**config.mk**
```make
export PLATFORM = sky130hd
export DESIGN_NAME = ptw_walker
export DESIGN_NICKNAME = d
export VERILOG_FILES = /design/src/rtl/ptw_pkg.sv /design/src/rtl/ptw_req_arb.sv /design/src/rtl/ptw_addr_gen.sv /design/src/rtl/ptw_pte_check.sv /design/src/rtl/ptw_walker.sv
export SDC_FILE = /design/constraint.sdc
export NUM_CORES = 1
export LEC_CHECK = 0
export ABC_AREA = 1
export BUFFER_PORTS_ARGS = -buffer_cell sky130_fd_sc_hd__buf_2
export CELL_PAD_IN_SITES_DETAIL_PLACEMENT = 0
export CELL_PAD_IN_SITES_GLOBAL_PLACEMENT = 1
export CORE_MARGIN = 3
export CORE_UTILIZATION = 34
export DETAILED_ROUTE_END_ITERATION = 16
export PLACE_DENSITY = 0.93
export SLEW_MARGIN = 25
export SYNTH_ARGS = -nofsm -noshare
export SYNTH_HDL_FRONTEND = slang
export SYNTH_SLANG_ARGS = --single-unit
export TNS_END_PERCENT = 10
```
**constraint.sdc**
```tcl
create_clock -name clk -period 5.3 [get_ports clk]
set_input_delay 0 -clock clk [delete_from_list [all_inputs] [get_ports clk]]
set_output_delay 0 -clock clk [all_outputs]
set_load 0.005 [all_outputs]
```
**src/rtl/ptw_pkg.sv**
```systemverilog
package ptw_pkg;

  typedef enum logic [1:0] {
    ST_IDLE  = 2'd0,
    ST_WAIT  = 2'd1,
    ST_FAULT = 2'd2,
    ST_DONE  = 2'd3
  } walk_state_e;

  localparam int ENTRY_W     = 64;
  localparam int ENTRY_SHIFT = 3;
  localparam int PPN_LSB     = 10;

  localparam int FLAG_V = 0;
  localparam int FLAG_R = 1;
  localparam int FLAG_W = 2;
  localparam int FLAG_X = 3;

  // Any access permission marks the end of the walk.
  function automatic logic entry_is_leaf(input logic [3:0] flags);
    return flags[FLAG_R] | flags[FLAG_W] | flags[FLAG_X];
  endfunction

  // Missing translation or reserved write-only encoding.
  function automatic logic entry_is_malformed(input logic [3:0] flags);
    return !flags[FLAG_V] || (!flags[FLAG_R] && flags[FLAG_W]);
  endfunction

endpackage

```
**src/rtl/ptw_req_arb.sv**
```systemverilog
module ptw_req_arb #(
  parameter int VA_VPN_W = 27
) (
  input  logic                fetch_req,
  input  logic [VA_VPN_W-1:0] fetch_vpn,
  input  logic                ldst_req,
  input  logic [VA_VPN_W-1:0] ldst_vpn,
  output logic                any_req,
  output logic                pick_ldst,
  output logic [VA_VPN_W-1:0] pick_vpn
);

  // Load/store wins a tie; fetch is served once it drops its request.
  always_comb begin
    any_req   = fetch_req | ldst_req;
    pick_ldst = ldst_req;
    pick_vpn  = ldst_req ? ldst_vpn : fetch_vpn;
  end

endmodule

```
**src/rtl/ptw_addr_gen.sv**
```systemverilog
module ptw_addr_gen #(
  parameter int PPN_W  = 44,
  parameter int VPN_W  = 9,
  parameter int LEVELS = 3,
  parameter int LVL_W  = 2
) (
  input  logic [PPN_W-1:0]                       table_ppn,
  input  logic [VPN_W*LEVELS-1:0]                vpn,
  input  logic [LVL_W-1:0]                       level,
  output logic [PPN_W+VPN_W+ptw_pkg::ENTRY_SHIFT-1:0] entry_addr
);

  localparam int VA_VPN_W = VPN_W * LEVELS;
  localparam int PA_W     = PPN_W + VPN_W + ptw_pkg::ENTRY_SHIFT;

  function automatic logic [PA_W-1:0] form_entry_addr(
    input logic [PPN_W-1:0]    ppn,
    input logic [VA_VPN_W-1:0] full_vpn,
    input logic [LVL_W-1:0]    lvl
  );
    logic [VPN_W-1:0] idx;
    idx = full_vpn[int'(lvl)*VPN_W +: VPN_W];
    return {ppn, idx, {ptw_pkg::ENTRY_SHIFT{1'b0}}};
  endfunction

  always_comb entry_addr = form_entry_addr(table_ppn, vpn, level);

endmodule

```
**src/rtl/ptw_pte_check.sv**
```systemverilog
module ptw_pte_check #(
  parameter int PPN_W = 44,
  parameter int LVL_W = 2
) (
  input  logic [3:0]       flags,
  input  logic [PPN_W-1:0] ppn_field,
  input  logic [LVL_W-1:0] level,
  output logic             is_leaf,
  output logic             is_bad,
  output logic             bottom_nonleaf,
  output logic [PPN_W-1:0] next_ppn
);

  always_comb begin
    is_bad         = ptw_pkg::entry_is_malformed(flags);
    is_leaf        = !is_bad && ptw_pkg::entry_is_leaf(flags);
    bottom_nonleaf = !is_bad && !ptw_pkg::entry_is_leaf(flags) && (level == '0);
    next_ppn       = ppn_field;
  end

endmodule

```
**src/rtl/ptw_walker.sv**
```systemverilog
module ptw_walker #(
  parameter int PPN_W  = 44,
  parameter int VPN_W  = 9,
  parameter int LEVELS = 3,
  parameter int LVL_W  = (LEVELS > 1) ? $clog2(LEVELS) : 1
) (
  input  logic                                   clk,
  input  logic                                   rst,
  input  logic                                   fetch_req,
  input  logic [VPN_W*LEVELS-1:0]                fetch_vpn,
  input  logic                                   ldst_req,
  input  logic [VPN_W*LEVELS-1:0]                ldst_vpn,
  input  logic [PPN_W-1:0]                       root_ppn,
  output logic                                   mem_req_valid,
  input  logic                                   mem_req_ready,
  output logic [PPN_W+VPN_W+3-1:0]               mem_req_addr,
  input  logic                                   mem_rsp_valid,
  input  logic [63:0]                            mem_rsp_data,
  input  logic                                   mem_rsp_fault,
  output logic                                   stall,
  output logic                                   walk_done,
  output logic [63:0]                            walk_pte,
  output logic [LVL_W-1:0]                       walk_level,
  output logic                                   walk_src,
  output logic                                   page_fault,
  output logic                                   access_fault
);

  import ptw_pkg::*;

  localparam int VA_VPN_W = VPN_W * LEVELS;
  localparam int PA_W     = PPN_W + VPN_W + ENTRY_SHIFT;
  localparam logic [LVL_W-1:0] TOP_LVL = LVL_W'(LEVELS - 1);

  walk_state_e          state_q;
  logic [LVL_W-1:0]     lvl_q;
  logic [VA_VPN_W-1:0]  vpn_q;
  logic                 src_q;
  logic                 issued_q;
  logic [PA_W-1:0]      addr_q;
  logic [ENTRY_W-1:0]   pte_q;
  logic                 pf_q;

  // Named internal events.
  logic in_idle, in_wait, in_fault, in_done;
  logic any_req, pick_ldst;
  logic [VA_VPN_W-1:0] pick_vpn;
  logic accept, rsp_take, rsp_ok;
  logic end_afault, end_bad, end_leaf, step_down;
  logic is_leaf, is_bad, bottom_nonleaf;
  logic [PPN_W-1:0] next_ppn;
  logic [PPN_W-1:0] gen_ppn;
  logic [VA_VPN_W-1:0] gen_vpn;
  logic [LVL_W-1:0] gen_lvl;
  logic [PA_W-1:0] gen_addr;

  assign in_idle  = (state_q == ST_IDLE);
  assign in_wait  = (state_q == ST_WAIT);
  assign in_fault = (state_q == ST_FAULT);
  assign in_done  = (state_q == ST_DONE);

  ptw_req_arb #(.VA_VPN_W(VA_VPN_W)) u_arb (
    .fetch_req (fetch_req),
    .fetch_vpn (fetch_vpn),
    .ldst_req  (ldst_req),
    .ldst_vpn  (ldst_vpn),
    .any_req   (any_req),
    .pick_ldst (pick_ldst),
    .pick_vpn  (pick_vpn)
  );

  ptw_pte_check #(.PPN_W(PPN_W), .LVL_W(LVL_W)) u_check (
    .flags          (mem_rsp_data[3:0]),
    .ppn_field      (mem_rsp_data[PPN_LSB +: PPN_W]),
    .level          (lvl_q),
    .is_leaf        (is_leaf),
    .is_bad         (is_bad),
    .bottom_nonleaf (bottom_nonleaf),
    .next_ppn       (next_ppn)
  );

  // One address former serves both the first read and every descent.
  assign gen_ppn = in_idle ? root_ppn : next_ppn;
  assign gen_vpn = in_idle ? pick_vpn : vpn_q;
  assign gen_lvl = in_idle ? TOP_LVL  : (lvl_q - LVL_W'(1));

  ptw_addr_gen #(.PPN_W(PPN_W), .VPN_W(VPN_W), .LEVELS(LEVELS), .LVL_W(LVL_W)) u_addr (
    .table_ppn  (gen_ppn),
    .vpn        (gen_vpn),
    .level      (gen_lvl),
    .entry_addr (gen_addr)
  );

  assign accept     = in_idle & any_req;
  assign rsp_take   = in_wait & issued_q & mem_rsp_valid;
  assign end_afault = rsp_take & mem_rsp_fault;
  assign rsp_ok     = rsp_take & !mem_rsp_fault;
  assign end_bad    = rsp_ok & (is_bad | bottom_nonleaf);
  assign end_leaf   = rsp_ok & is_leaf;
  assign step_down  = rsp_ok & !is_bad & !is_leaf & !bottom_nonleaf;

  always_ff @(posedge clk) begin
    if (rst) begin
      state_q  <= ST_IDLE;
      lvl_q    <= '0;
      vpn_q    <= '0;
      src_q    <= 1'b0;
      issued_q <= 1'b0;
      addr_q   <= '0;
      pte_q    <= '0;
      pf_q     <= 1'b0;
    end else begin
      case (state_q)
        ST_IDLE: begin
          if (accept) begin
            state_q  <= ST_WAIT;
            lvl_q    <= TOP_LVL;
            vpn_q    <= pick_vpn;
            src_q    <= pick_ldst;
            issued_q <= 1'b0;
            addr_q   <= gen_addr;
          end
        end
        ST_WAIT: begin
          if (mem_req_valid && mem_req_ready) issued_q <= 1'b1;
          if (end_afault) begin
            state_q <= ST_FAULT;
          end else if (end_bad) begin
            state_q <= ST_DONE;
            pf_q    <= 1'b1;
            pte_q   <= mem_rsp_data;
          end else if (end_leaf) begin
            state_q <= ST_DONE;
            pf_q    <= 1'b0;
            pte_q   <= mem_rsp_data;
          end else if (step_down) begin
            lvl_q    <= lvl_q - LVL_W'(1);
            addr_q   <= gen_addr;
            issued_q <= 1'b0;
          end
        end
        ST_FAULT: state_q <= ST_IDLE;
        ST_DONE:  state_q <= ST_IDLE;
        default:  state_q <= ST_IDLE;
      endcase
    end
  end

  assign mem_req_valid = in_wait & !issued_q;
  assign mem_req_addr  = addr_q;
  assign stall         = accept | in_wait;
  assign walk_done     = in_done & !pf_q;
  assign page_fault    = in_done & pf_q;
  assign access_fault  = in_fault;
  assign walk_pte      = pte_q;
  assign walk_level    = lvl_q;
  assign walk_src      = src_q;

  // Assertions
  assert_req_hold_R2: assert property (@(posedge clk) disable iff (rst)
    (mem_req_valid && !mem_req_ready) |=> (mem_req_valid && $stable(mem_req_addr)));

  assert_wait_stalls_R3: assert property (@(posedge clk) disable iff (rst)
    in_wait |-> stall);

  assert_one_outcome_R4: assert property (@(posedge clk) disable iff (rst)
    $onehot0({walk_done, page_fault, access_fault}));

  assert_done_pulse_R4: assert property (@(posedge clk) disable iff (rst)
    walk_done |=> !walk_done);

  assert_level_bounded_R5: assert property (@(posedge clk) disable iff (rst)
    in_wait |-> (lvl_q <= TOP_LVL));

  assert_pf_pulse_R6: assert property (@(posedge clk) disable iff (rst)
    page_fault |=> !page_fault);

  assert_fault_nostall_R8: assert property (@(posedge clk) disable iff (rst)
    access_fault |-> !stall);

  assert_fault_to_idle_R8: assert property (@(posedge clk) disable iff (rst)
    access_fault |=> in_idle);

  assert_after_fault_accept_R9: assert property (@(posedge clk) disable iff (rst)
    (in_idle && any_req) |-> stall);

  assert_ldst_wins_R10: assert property (@(posedge clk) disable iff (rst)
    (accept && ldst_req) |=> walk_src);

  assert_busy_ignores_R11: assert property (@(posedge clk) disable iff (rst)
    (in_wait && !step_down) |=> $stable(mem_req_addr));

endmodule

```
After elaboration in Yosys (flattened, before gate mapping)
Index checks and enable logic that the tools add are counted.
{"block": "word_totals", "reg_bits": 154, "in_bits": 169, "out_inout_bits": 128, "elab_cells": 96}
{"block": "op_classes", "add_sub_neg": 1, "multipliers": 1, "n_eq_ne": 9, "shift": 1, "muxes": 32, "bitwise_logic": 19, "reduce_logical": 25}
{"cell": "two-way mux 56 bit", "n": 5}
{"cell": "two-way mux 64 bit", "n": 2}
{"cell": "case mux 56 bit (2 select lines)", "n": 1}
{"cell": "two-way mux 27 bit", "n": 2}
{"cell": "two-way mux 44 bit", "n": 1}
{"cell": "indexed part select 27 x 32 -> 9 bit", "n": 1}
{"cell": "two-way mux 2 bit", "n": 10}
{"cell": "bitwise AND 1 bit", "n": 13}
{"cell": "logical NOT 1 bit", "n": 9}
{"cell": "two-way mux 1 bit", "n": 8}
{"cell": "multiplier 2 x 4 -> 6 bit (second input constant)", "n": 1}
{"cell": "inequality test 2 bit (second input constant)", "n": 3}
{"cell": "case mux 2 bit (3 select lines)", "n": 1}
{"cell": "AND reduction 2 bit", "n": 3}
{"cell": "AND reduction 6 bit", "n": 1}
{"cell": "logical AND 1 bit", "n": 5}
{"cell": "OR 1 bit", "n": 5}
{"cell": "equality test 2 bit (second input constant)", "n": 2}
{"cell": "logical NOT 2 bit", "n": 2}
{"cell": "inequality test 2 x 1 -> 1 bit (second input constant)", "n": 2}
{"cell": "inequality test 4 x 1 -> 1 bit (second input constant)", "n": 1}
{"cell": "case mux 2 bit (2 select lines)", "n": 1}
{"cell": "nonzero test 2 bit", "n": 2}
{"cell": "AND reduction 3 bit", "n": 1}
{"cell": "6 further kinds", "n": 6}

Longest topological paths before layout
Gate-level depths: netlist of the first run.
{"block": "logic_depth", "depth_word": 13, "mapped_depth": 12, "mapped_depth_nobuf": 10}

By module
From an unflattened synthesis of the first run, not the netlist that was laid out.
{"block": "unflattened", "hier_cells": 1279, "area_unflattened_um2": 8230.4}
{"mod": "ptw_walker", "n_inst": 1, "cells_each": 1019, "area_per_inst_um2": 6816.5, "seq_area_each_um2": 3083.0}
{"mod": "ptw_addr_gen", "n_inst": 1, "cells_each": 115, "area_per_inst_um2": 645.6, "seq_area_each_um2": 0.0}
{"mod": "ptw_req_arb", "n_inst": 1, "cells_each": 89, "area_per_inst_um2": 390.4, "seq_area_each_um2": 0.0}
{"mod": "ptw_pte_check", "n_inst": 1, "cells_each": 56, "area_per_inst_um2": 377.9, "seq_area_each_um2": 0.0}

Least setup slack after synthesis of the first run
Ideal clock, no wire load.
{"block": "synth_path", "path_type": "register -> register", "startpoint": "reg lvl_q[0], in the netlist walk_level[0]", "endpoint": "reg addr_q[25], in the netlist mem_req_addr[25]", "setup_time_ns": 0.132, "arrival_ns": 1.792, "required_time_ns": 5.168, "slack_ns": 3.376, "path_stages_with_launch": 12, "n_path_buf": 3, "synth_period_minus_slack_ns": 1.924, "path_cell_list": "dfxtp_1 -> inv_1 -> clkbuf_1 -> ha_1 -> nor2_1 -> nand2_1 -> nor2_1 -> nand2_1 -> buf_2 -> buf_1 -> nand3_1 -> a21oi_1"}
{"block": "synth_between", "elab_chain_cells": 6, "elab_cells_between_ends": 9, "classes_between": "eq/ne (2); bitwise (3); reduce/logical (4)"}
{"element": "start, declared", "line_no": "ptw_walker.sv:36", "text": "logic [LVL_W-1:0] lvl_q;"}
{"element": "start signal, assigned", "line_no": "ptw_walker.sv:137", "text": "lvl_q <= lvl_q - LVL_W'(1);"}
{"element": "logical NOT 2 bit *", "line_no": "ptw_pte_check.sv:17", "text": "bottom_nonleaf = !is_bad && !ptw_pkg::entry_is_leaf(flags) && (level == '0);"}
{"element": "logical AND 1 bit *", "line_no": "ptw_pte_check.sv:17"}
{"element": "OR 1 bit or logical NOT 1 bit (tied branches)", "line_no": "ptw_walker.sv:98, ptw_walker.sv:100"}
{"element": "bitwise AND 1 bit (on tied branches)", "line_no": "ptw_walker.sv:98, ptw_walker.sv:100"}
{"element": "inequality test 2 bit (no source line) or inequality test 2 x 1 -> 1 bit (tied branches)"}
{"element": "AND reduction 6 bit (no source line) *"}
{"element": "end signal, assigned", "line_no": "ptw_walker.sv:121", "text": "addr_q <= gen_addr;"}
{"element": "end signal, assigned", "line_no": "ptw_walker.sv:138", "text": "addr_q <= gen_addr;"}
{"element": "end, declared", "line_no": "ptw_walker.sv:40", "text": "logic [PA_W-1:0] addr_q;"}
Every way passes the cells marked *; elsewhere a longest branch is shown, timed or not.
A chain may end at the register's enable or synchronous reset.

Final worst setup path of the first run
{"block": "layout_path", "startpoint": "reg lvl_q[0], in the netlist walk_level[0]", "endpoint": "reg addr_q[20], in the netlist mem_req_addr[20]"}
Same word-level chain as after synthesis.

==> results of run 1 <==
Yosys cell counts:
master / instances
buf_4: 9
nand4_1: 1
dfxtp_1: 151
o21ai_1: 32
or2_2: 9
inv_2: 3
clkinv_1: 2
ha_1: 1
nand3b_1: 9
nor3_4: 1
nor2_1: 163
and3_1: 1
o211ai_1: 1
nor3_1: 1
buf_2: 31
nand2_1: 295
buf_1: 5
o21ai_0: 71
nor2_4: 2
a211oi_1: 9
inv_1: 28
conb_1: 1
a21oi_1: 68
nand3_1: 63
or2_1: 1
clkbuf_1: 29
a31oi_1: 9
nand2_2: 1
logic make-up (layout without fill, tap and decap cells):
kind of cell | count (synthesis) | count (layout) | share of synthesized area [%]
AOI/OAI and AO/OA | 190 | 190 | 14.7
DFF | 151 | 151 | 44.9
buffers and inverters | 107 | 522 | 7.05
adders and majority gates | 1 | 1 | 0.186
and+or+nand+nor | 547 | 547 | 33.1
other | 1 | 3 | 0.0557
worst paths after layout:
kind,cells past startpoint,slack (ps),to,startpoint
hold / removal,5,20,vpn_q[19],ldst_vpn[19]
setup / recovery,9,2370,mem_req_addr[20],walk_level[0]
setup reg to reg,9,2370,mem_req_addr[20],walk_level[0]
hold reg to reg,2,450,vpn_q[5],vpn_q[5]
registers in the layout (all words and copies together), names as in the netlist:
name and flops:
walk_pte 64, mem_req_addr 53, vpn_q 27, state_q 2
walk_level 2, issued_q 1, pf_q 1, walk_src 1
layout by cell type (no fill, tap or decap), drive strengths merged:
master	n
a211oi	9
o211ai	1
conb	3
buf	300
dlygate4sd3	157
dfxtp	151
clkinvlp	3
a21oi	68
nor2	165
inv	40
nand4	1
clkbuf	18
or2	10
nor3	2
o21ai	103
nand2	296
nand3	63
nand3b	9
ha	1
a31oi	9
and3	1
clkinv	4
critical path, cell delays in order, from the launching register on:
cell and delay, ps:
dfxtp_1 410, inv_1 210, ha_1 270, nor2_1 100
nand2_1 100, nor2_1 310, nand2_4 450, nand2_4 680
nand2_1 140, a21oi_1 150
repair_timing:
action                    4_1_cts  5_1_grt
hold endpoints to repair      135        0
gates resized for setup         0        0
hold buffers                  157        0
metrics by stage:
stage	instances	instance area, µm²	power, mW	util (%)
finish	1674	10400	2.90	54.6
global route	1674	10400	3.04	54.6
CTS	1674	10400	2.92	54.6
detailed placement	1485	8270	1.65	43.3
global placement	1485	8260	1.64	43.3
floorplan	999	6740	1.48	-
power breakdown:
part,switching [mW],leakage [nW],internal [mW],total (mW)
clock,0.545,0.273,0.634,1.18
sequential,0.0277,1.23,1.19,1.22
combinational,0.263,3.56,0.239,0.502
layout make-up:
type                            count  area (µm²)  share of cell area (%)
Clock buffer                       18         439                    4.22
Clock inverter                     14         134                    1.29
Inverter                           33         124                    1.19
Multi-Input combinational cell    741        3280                    31.5
Sequential cell                   151        3020                    29.0
Tap cell                          260         325                    3.12
Timing Repair Buffer              457        3090                    29.7
routing by layer:
layer | vias to the layer above | share of wire, % | track usage [%] | wire, µm
li1 | 4015 | - | - | -
met1 | 3531 | 42 | 26.9 | 10400
met2 | 310 | 48 | 39.2 | 12100
met3 | 52 | 7.4 | 5.62 | 1850
met4 | 0 | 2.8 | 8.80 | 691
met5 | - | 0 | 0 | 0
==> qor.txt, run 1 <==
Status = finished clean
Slew HR = 43.3%
Initial Utilization = 35.3%
WL final = 25100 µm
HP Class = primary input to flop
Post-Syn Area per Cell = 6.75 µm²
RSZ-0062 raised after global routing = false
Worst-path clk slew = 70 ps
IO buf count = 293
Seq/Total Area, Yosys = 44.9%
MaxCap Viol Count = 0
P_leak = 5.06 nW
Synth area leader = dfxtp_1
Clk_lat worst skew = 420 ps
Largest net degree at the start of global routing = 76
CTS Buf Count = 17
CTS H-Tree Depth = 4
Final Hold Viols = 0
Clk sinks = 151
Yosys reg bits = 151
Row cnt = 50
Worst EP required = 5650 ps
Post-synth top area share = 44.9%
Total die area = 0.0215 mm²
Share of layout cells above drive strength 1 = 25.1%
DRC = 0
Worst EP arrival = 3280 ps
Crit Path Category = flop to flop
Die Ht = 147 µm
Total setup buffers inserted after CTS = 0
Distinct cell type count after synthesis = 28
Critical path launch point type = flop
Setup TNS = 0 ps
Routed WL per cell = 15.0 µm
Worst slack at placement = 2340 ps
Tcrit/Tclk final = 55.3%
Total of warnings raised by yosys = 0
DRT iter0 DRCs = 344
Peak supply drop = 0.000186 V
Initial antenna violation count = 0
Vias per inst = 4.72
Ant diodes = 0
Nets = 1571
Horiz. Die Dim = 147 µm
Final worst slack = 2370 ps
CTS tree = yes
CP Capture Type = flop
Worst-Margin Slew = 845 ps
Final GP Congestion = 0.836
Clk buf depth = 2
Total number of vias = 7908
Synthesized area = 0.00673 mm²
First-pass iteration count of the detailed router = 5
Clock skew = 9.41 ps
Fmax = 341 MHz
Number of I/O pins = 297
Tmin final = 2930 ps
Vias in the first global route = 7540
Pwr Density = 279 mW/mm²
Synth-to-Final Area Change = 54.8%
GRT Overall Usage = 22.6%
Post-DP HPWL = 15700 µm
Core area = 0.0191 mm²
Root Buffer = clkbuf_16
Fin. max-slew vios = 0
First-pass GRT wire length = 39500 µm
# setup viols final = 0
WHS = 18.0 ps
Critical Path Fanout Max = 56
Antenna Nets Post-Route = 0
Synth Instances = 997
Synth area leaders = dfxtp_1 (45%), nand2_1 (16%), nor2_1 (9.1%)
Fillers = 1813
GRT overflow = 0
No activity file was read; power rests on OpenSTA's default activity.
==> run 2, diff against run 1 <==
CORE_UTILIZATION = 32   (was 34)
PLACE_DENSITY = 0.89   (was 0.93)
clock period = 2.85 ns   (was 5.3 ns; I/O delays follow)
==> qor.txt, run 2 (synthesized netlist as in run 1, its figures left out) <==
Largest net degree at the start of global routing = 74 (was 76)
First-pass GRT wire length = 39200 µm (was 39500 µm)
# setup viols final = 0 (unchanged)
Peak supply drop = 0.000328 V (was 0.000186 V)
Most frequent cells in the layout = buf_2 (293), nand2_1 (291), nor2_1 (162) (unchanged)
Status = finished clean (unchanged)
Area occupied by registers = 0.00302 mm² (unchanged)
Setup TNS = 0 ps (unchanged)
WHS = 8.49 ps (was 18.0 ps)
Post-DP HPWL = 16500 µm (was 15700 µm)
Max reg flops = 64 (unchanged)
RSZ-0062 raised after global routing = false (unchanged)
Clk_lat worst skew = 420 ps (about the same)
GRT overflow = 0 (unchanged)
Tcrit/Tclk final = 83.5%
Vias in the first global route = 7753 (was 7540)
Share of layout cells above drive strength 1 = 25.5% (was 25.1%)
Fin. max-slew vios = 0 (unchanged)
MaxCap Viol Count = 0 (unchanged)
P_leak = 5.06 nW (about the same)
Clk buf depth = 2 (unchanged)
Commonest non-fill, non-tap cell in the layout = buf_2 (unchanged)
Worst-path clk slew = 60 ps (was 70 ps)
Vias per inst = 4.74 (was 4.72)
WL final = 25500 µm (was 25100 µm)
Final Hold Viols = 0 (unchanged)
Fmax = 420 MHz
Critical path launch point type = primary input (was flop)
Synth-to-Final Area Change = 55.0% (was 54.8%)
CTS H-Tree Depth = 4 (unchanged)
Worst-Margin Slew = 843 ps (was 845 ps)
Crit Path Category = primary input to flop (was flop to flop)
IO buf count = 293 (unchanged)
Fillers = 1995 (was 1813)
Worst EP arrival = 2680 ps (was 3280 ps)
Multi-input gate area = 0.00327 mm² (was 0.00328 mm²)
Area after DPL = 0.00836 mm² (was 0.00827 mm²)
Antenna Nets Post-Route = 0 (unchanged)
Total setup buffers inserted after CTS = 0 (unchanged)
GRT Overall Usage = 21.7% (was 22.6%)
Ant diodes = 0 (unchanged)
Worst EP required = 3150 ps (was 5650 ps)
Tmin final = 2380 ps
DRC = 0 (unchanged)
CTS tree = yes (unchanged)
Pwr Density = 515 mW/mm² (was 279 mW/mm²)
Number of I/O pins = 297 (unchanged)
Row cnt = 52 (was 50)
Post-layout util = 51.1% (was 54.6%)
Initial Utilization = 32.9% (was 35.3%)
Routed WL per cell = 15.1 µm (was 15.0 µm)
Die Ht = 151 µm (was 147 µm)
HP Class = primary input to flop (unchanged)
Root Buffer = clkbuf_16 (unchanged)
First-pass iteration count of the detailed router = 5 (unchanged)
Horiz. Die Dim = 151 µm (was 147 µm)
CP Capture Type = flop (unchanged)
Clk sinks = 151 (unchanged)
DRT iter0 DRCs = 406 (was 344)
Core area = 0.0204 mm² (was 0.0191 mm²)
Total die area = 0.0228 mm² (was 0.0215 mm²)
CTS Buf Count = 17 (unchanged)
Initial antenna violation count = 0 (unchanged)
Final Instance Area = 0.0104 mm² (about the same)
Slew HR = 43.8% (was 43.3%)
Nets = 1571 (unchanged)
Clock skew = 8.57 ps (was 9.41 ps)
Total number of vias = 7988 (was 7908)
Critical Path Fanout Max = 36 (was 56)
Final GP Congestion = 0.839 (was 0.836)
run 2: changes by cell type in the layout (fill, tap and decap cells not counted), sizes merged:
cell / before / now
inv: 40 / 37
dlygate4sd3: 157 / 150
clkinv: 4 / 8
clkinvlp: 3 / 2
buf: 300 / 307
run 2: repair_timing:
action                                 4_1_cts  5_1_grt
endpoints found under the hold margin      132        0
gates resized for setup                      0        0
hold buffers                               150        0
setup endpoints to repair                    0        0
run 2: worst paths after layout:
kind,start,to,slack [ps],depth (start not counted)
max,ldst_req,vpn_q[11],470,8
min,fetch_vpn[7],vpn_q[7],8,5
max reg2reg,walk_level[0],walk_pte[28],520,9
min reg2reg,vpn_q[0],vpn_q[0],450,2
run 2: stage by stage:
stage,std cells,power [mW],worst slack (ps)
global placement,1502,3.08,628
floorplan,999,2.75,926
CTS,1684,5.42,497
finish,1684,5.37,469
global route,1684,5.64,258
detailed placement,1502,3.08,515
run 2: layout make-up:
type	instances	share of cell area [%]
clock buffer	18	4.11
multi-input combinational	741	31.3
clock inverter	14	1.34
tap	270	3.24
timing repair buffer	457	29.8
sequential	151	29.0
inverter	33	1.19
run 2: worst max-delay path: stages:
cell           delay [ps]
dlygate4sd3_1         530
buf_2                 220
or2_1                 280
nand2_2               370
inv_2                 360
o21ai_0               250
a31oi_1                60
dlygate4sd3_1         600
run 2: report_power, final:
group / internal [mW] / total (mW) / switching (mW)
Sequential: 2.22 / 2.27 / 0.0537
Combinational: 0.446 / 0.938 / 0.492
Clock: 1.16 / 2.16 / 1.01
Total: 3.82 / 5.37 / 1.55
run 2: metal layers:
layer / share of wire (%) / vias to the layer above / global-route usage (%) / wire, µm
li1: - / 4019 / - / -
met1: 41 / 3622 / 24.8 / 10500
met2: 50 / 310 / 39.7 / 12700
met3: 6.8 / 37 / 4.76 / 1740
met4: 2.4 / 0 / 7.57 / 604
met5: 0 / - / 0 / 0
==> run 3, diff against run 2 <==
clock period = 2.2 ns   (was 2.85 ns; I/O delays follow)
==> qor.txt, run 3 (synthesized netlist as in run 1, its figures left out) <==
Row cnt = 52 (unchanged)
Die Ht = 151 µm (unchanged)
Initial antenna violation count = 0 (unchanged)
Total setup buffers inserted after CTS = 0 (unchanged)
Status = finished clean (unchanged)
Post-DP HPWL = 17200 µm (was 16500 µm)
First-pass iteration count of the detailed router = 5 (unchanged)
Clk sinks = 151 (unchanged)
Initial Utilization = 32.9% (unchanged)
Most frequent cells in the layout = buf_2 (293), nand2_1 (291), nor2_1 (162) (unchanged)
First-pass GRT wire length = 39700 µm (was 39200 µm)
Setup TNS = 0 ps (unchanged)
Fin. max-slew vios = 0 (unchanged)
Nets = 1580 (was 1571)
Tcrit/Tclk final = 90.5%
Synth-to-Final Area Change = 56.8% (was 55.0%)
Worst EP required = 2200 ps (was 3150 ps)
Number of I/O pins = 297 (unchanged)
Routed WL per cell = 15.5 µm (was 15.1 µm)
MaxCap Viol Count = 0 (unchanged)
Share of layout cells above drive strength 1 = 25.9% (was 25.5%)
GRT Overall Usage = 22.2% (was 21.7%)
Worst slack at placement = 335 ps (was 515 ps)
Max reg flops = 64 (unchanged)
Total number of vias = 8069 (was 7988)
Ant diodes = 0 (unchanged)
Peak supply drop = 0.000383 V (was 0.000328 V)
Commonest non-fill, non-tap cell in the layout = buf_2 (unchanged)
# setup viols final = 0 (unchanged)
CP Capture Type = output pin (was flop)
Final worst slack = 209 ps (was 469 ps)
Clk buf depth = 2 (unchanged)
Vias in the first global route = 7736 (was 7753)
DRT iter0 DRCs = 390 (was 406)
P_leak = 5.12 nW (was 5.06 nW)
HP Class = primary input to flop (unchanged)
Area after DPL = 0.00844 mm² (was 0.00836 mm²)
Largest net degree at the start of global routing = 61 (was 74)
Crit Path Category = flop to output pin (was primary input to flop)
Final GP Congestion = 0.823 (was 0.839)
Fmax = 502 MHz
Slew HR = 48.9% (was 43.8%)
GRT overflow = 0 (unchanged)
CTS Buf Count = 17 (unchanged)
Clk_lat worst skew = 430 ps (was 420 ps)
Vias per inst = 4.77 (was 4.74)
Root Buffer = clkbuf_16 (unchanged)
Worst-path clk slew = 70 ps (was 60 ps)
Core area = 0.0204 mm² (unchanged)
Tmin final = 1990 ps
Final Hold Viols = 0 (unchanged)
DRC = 0 (unchanged)
CTS H-Tree Depth = 4 (unchanged)
Fillers = 2023 (was 1995)
Pwr Density = 676 mW/mm² (was 515 mW/mm²)
WL final = 26200 µm (was 25500 µm)
Total die area = 0.0228 mm² (unchanged)
Critical path launch point type = flop (was primary input)
IO buf count = 293 (unchanged)
Critical Path Fanout Max = 25 (was 36)
Final Instance Area = 0.0106 mm² (was 0.0104 mm²)
Worst-Margin Slew = 761 ps (was 843 ps)
Worst EP arrival = 1990 ps (was 2680 ps)
Antenna Nets Post-Route = 0 (unchanged)
CTS tree = yes (unchanged)
Clock skew = 6.29 ps (was 8.57 ps)
RSZ-0062 raised after global routing = false (unchanged)
Horiz. Die Dim = 151 µm (unchanged)
-- run 3: worst paths after layout --
kind                start         to  slack, ps  depth (start not counted)
max            state_q[0]      stall        210                          5
min          ldst_vpn[26]  vpn_q[26]          9                          5
max reg2reg    state_q[0]       pf_q        320                          5
min reg2reg      vpn_q[2]   vpn_q[2]        450                          2
-- run 3: metrics by stage --
stage	hold slack (ps)	util [%]	power (mW)	cells
finish	8.72	51.6	7.14	1693
CTS	0.0945	51.6	7.20	1693
global route	49.6	51.6	7.46	1693
detailed placement	244	41.3	4.01	1509
floorplan	147	-	3.56	999
global placement	233	41.3	4.00	1509
-- run 3: worst max-delay path: stages, from the launching register on --
cell	delay, ps
dfxtp_1	480
nor2_4	70
nand2_2	400
buf_4	390
nand2_1	70
buf_2	140
-- run 3: timing repair --
item	CTS	global route
resized for setup	0	0
endpoints found under the hold margin	132	0
hold buffers	152	0
-- run 3: report_power, final --
part,leakage [nW],internal (mW),switching [mW]
registers,1.23,2.87,0.0703
logic,3.59,0.584,0.649
clock network,0.291,1.65,1.32
-- run 3: final cells by class --
cell class	count	area (µm²)	share of cell area (%)
Tap cell	270	338	3.20
Inverter	33	124	1.17
Timing Repair Buffer	466	3210	30.4
Clock buffer	18	439	4.16
Clock inverter	14	153	1.45
Sequential cell	151	3020	28.6
Multi-Input combinational cell	741	3270	31.0
-- run 3: metal layers --
layer | track usage, % | up-vias | wire, µm
met5 | 0 | - | 0
met4 | 8.75 | 0 | 764
met3 | 4.46 | 48 | 1690
met2 | 39.5 | 296 | 12700
met1 | 26.1 | 3694 | 11000
li1 | - | 4031 | -
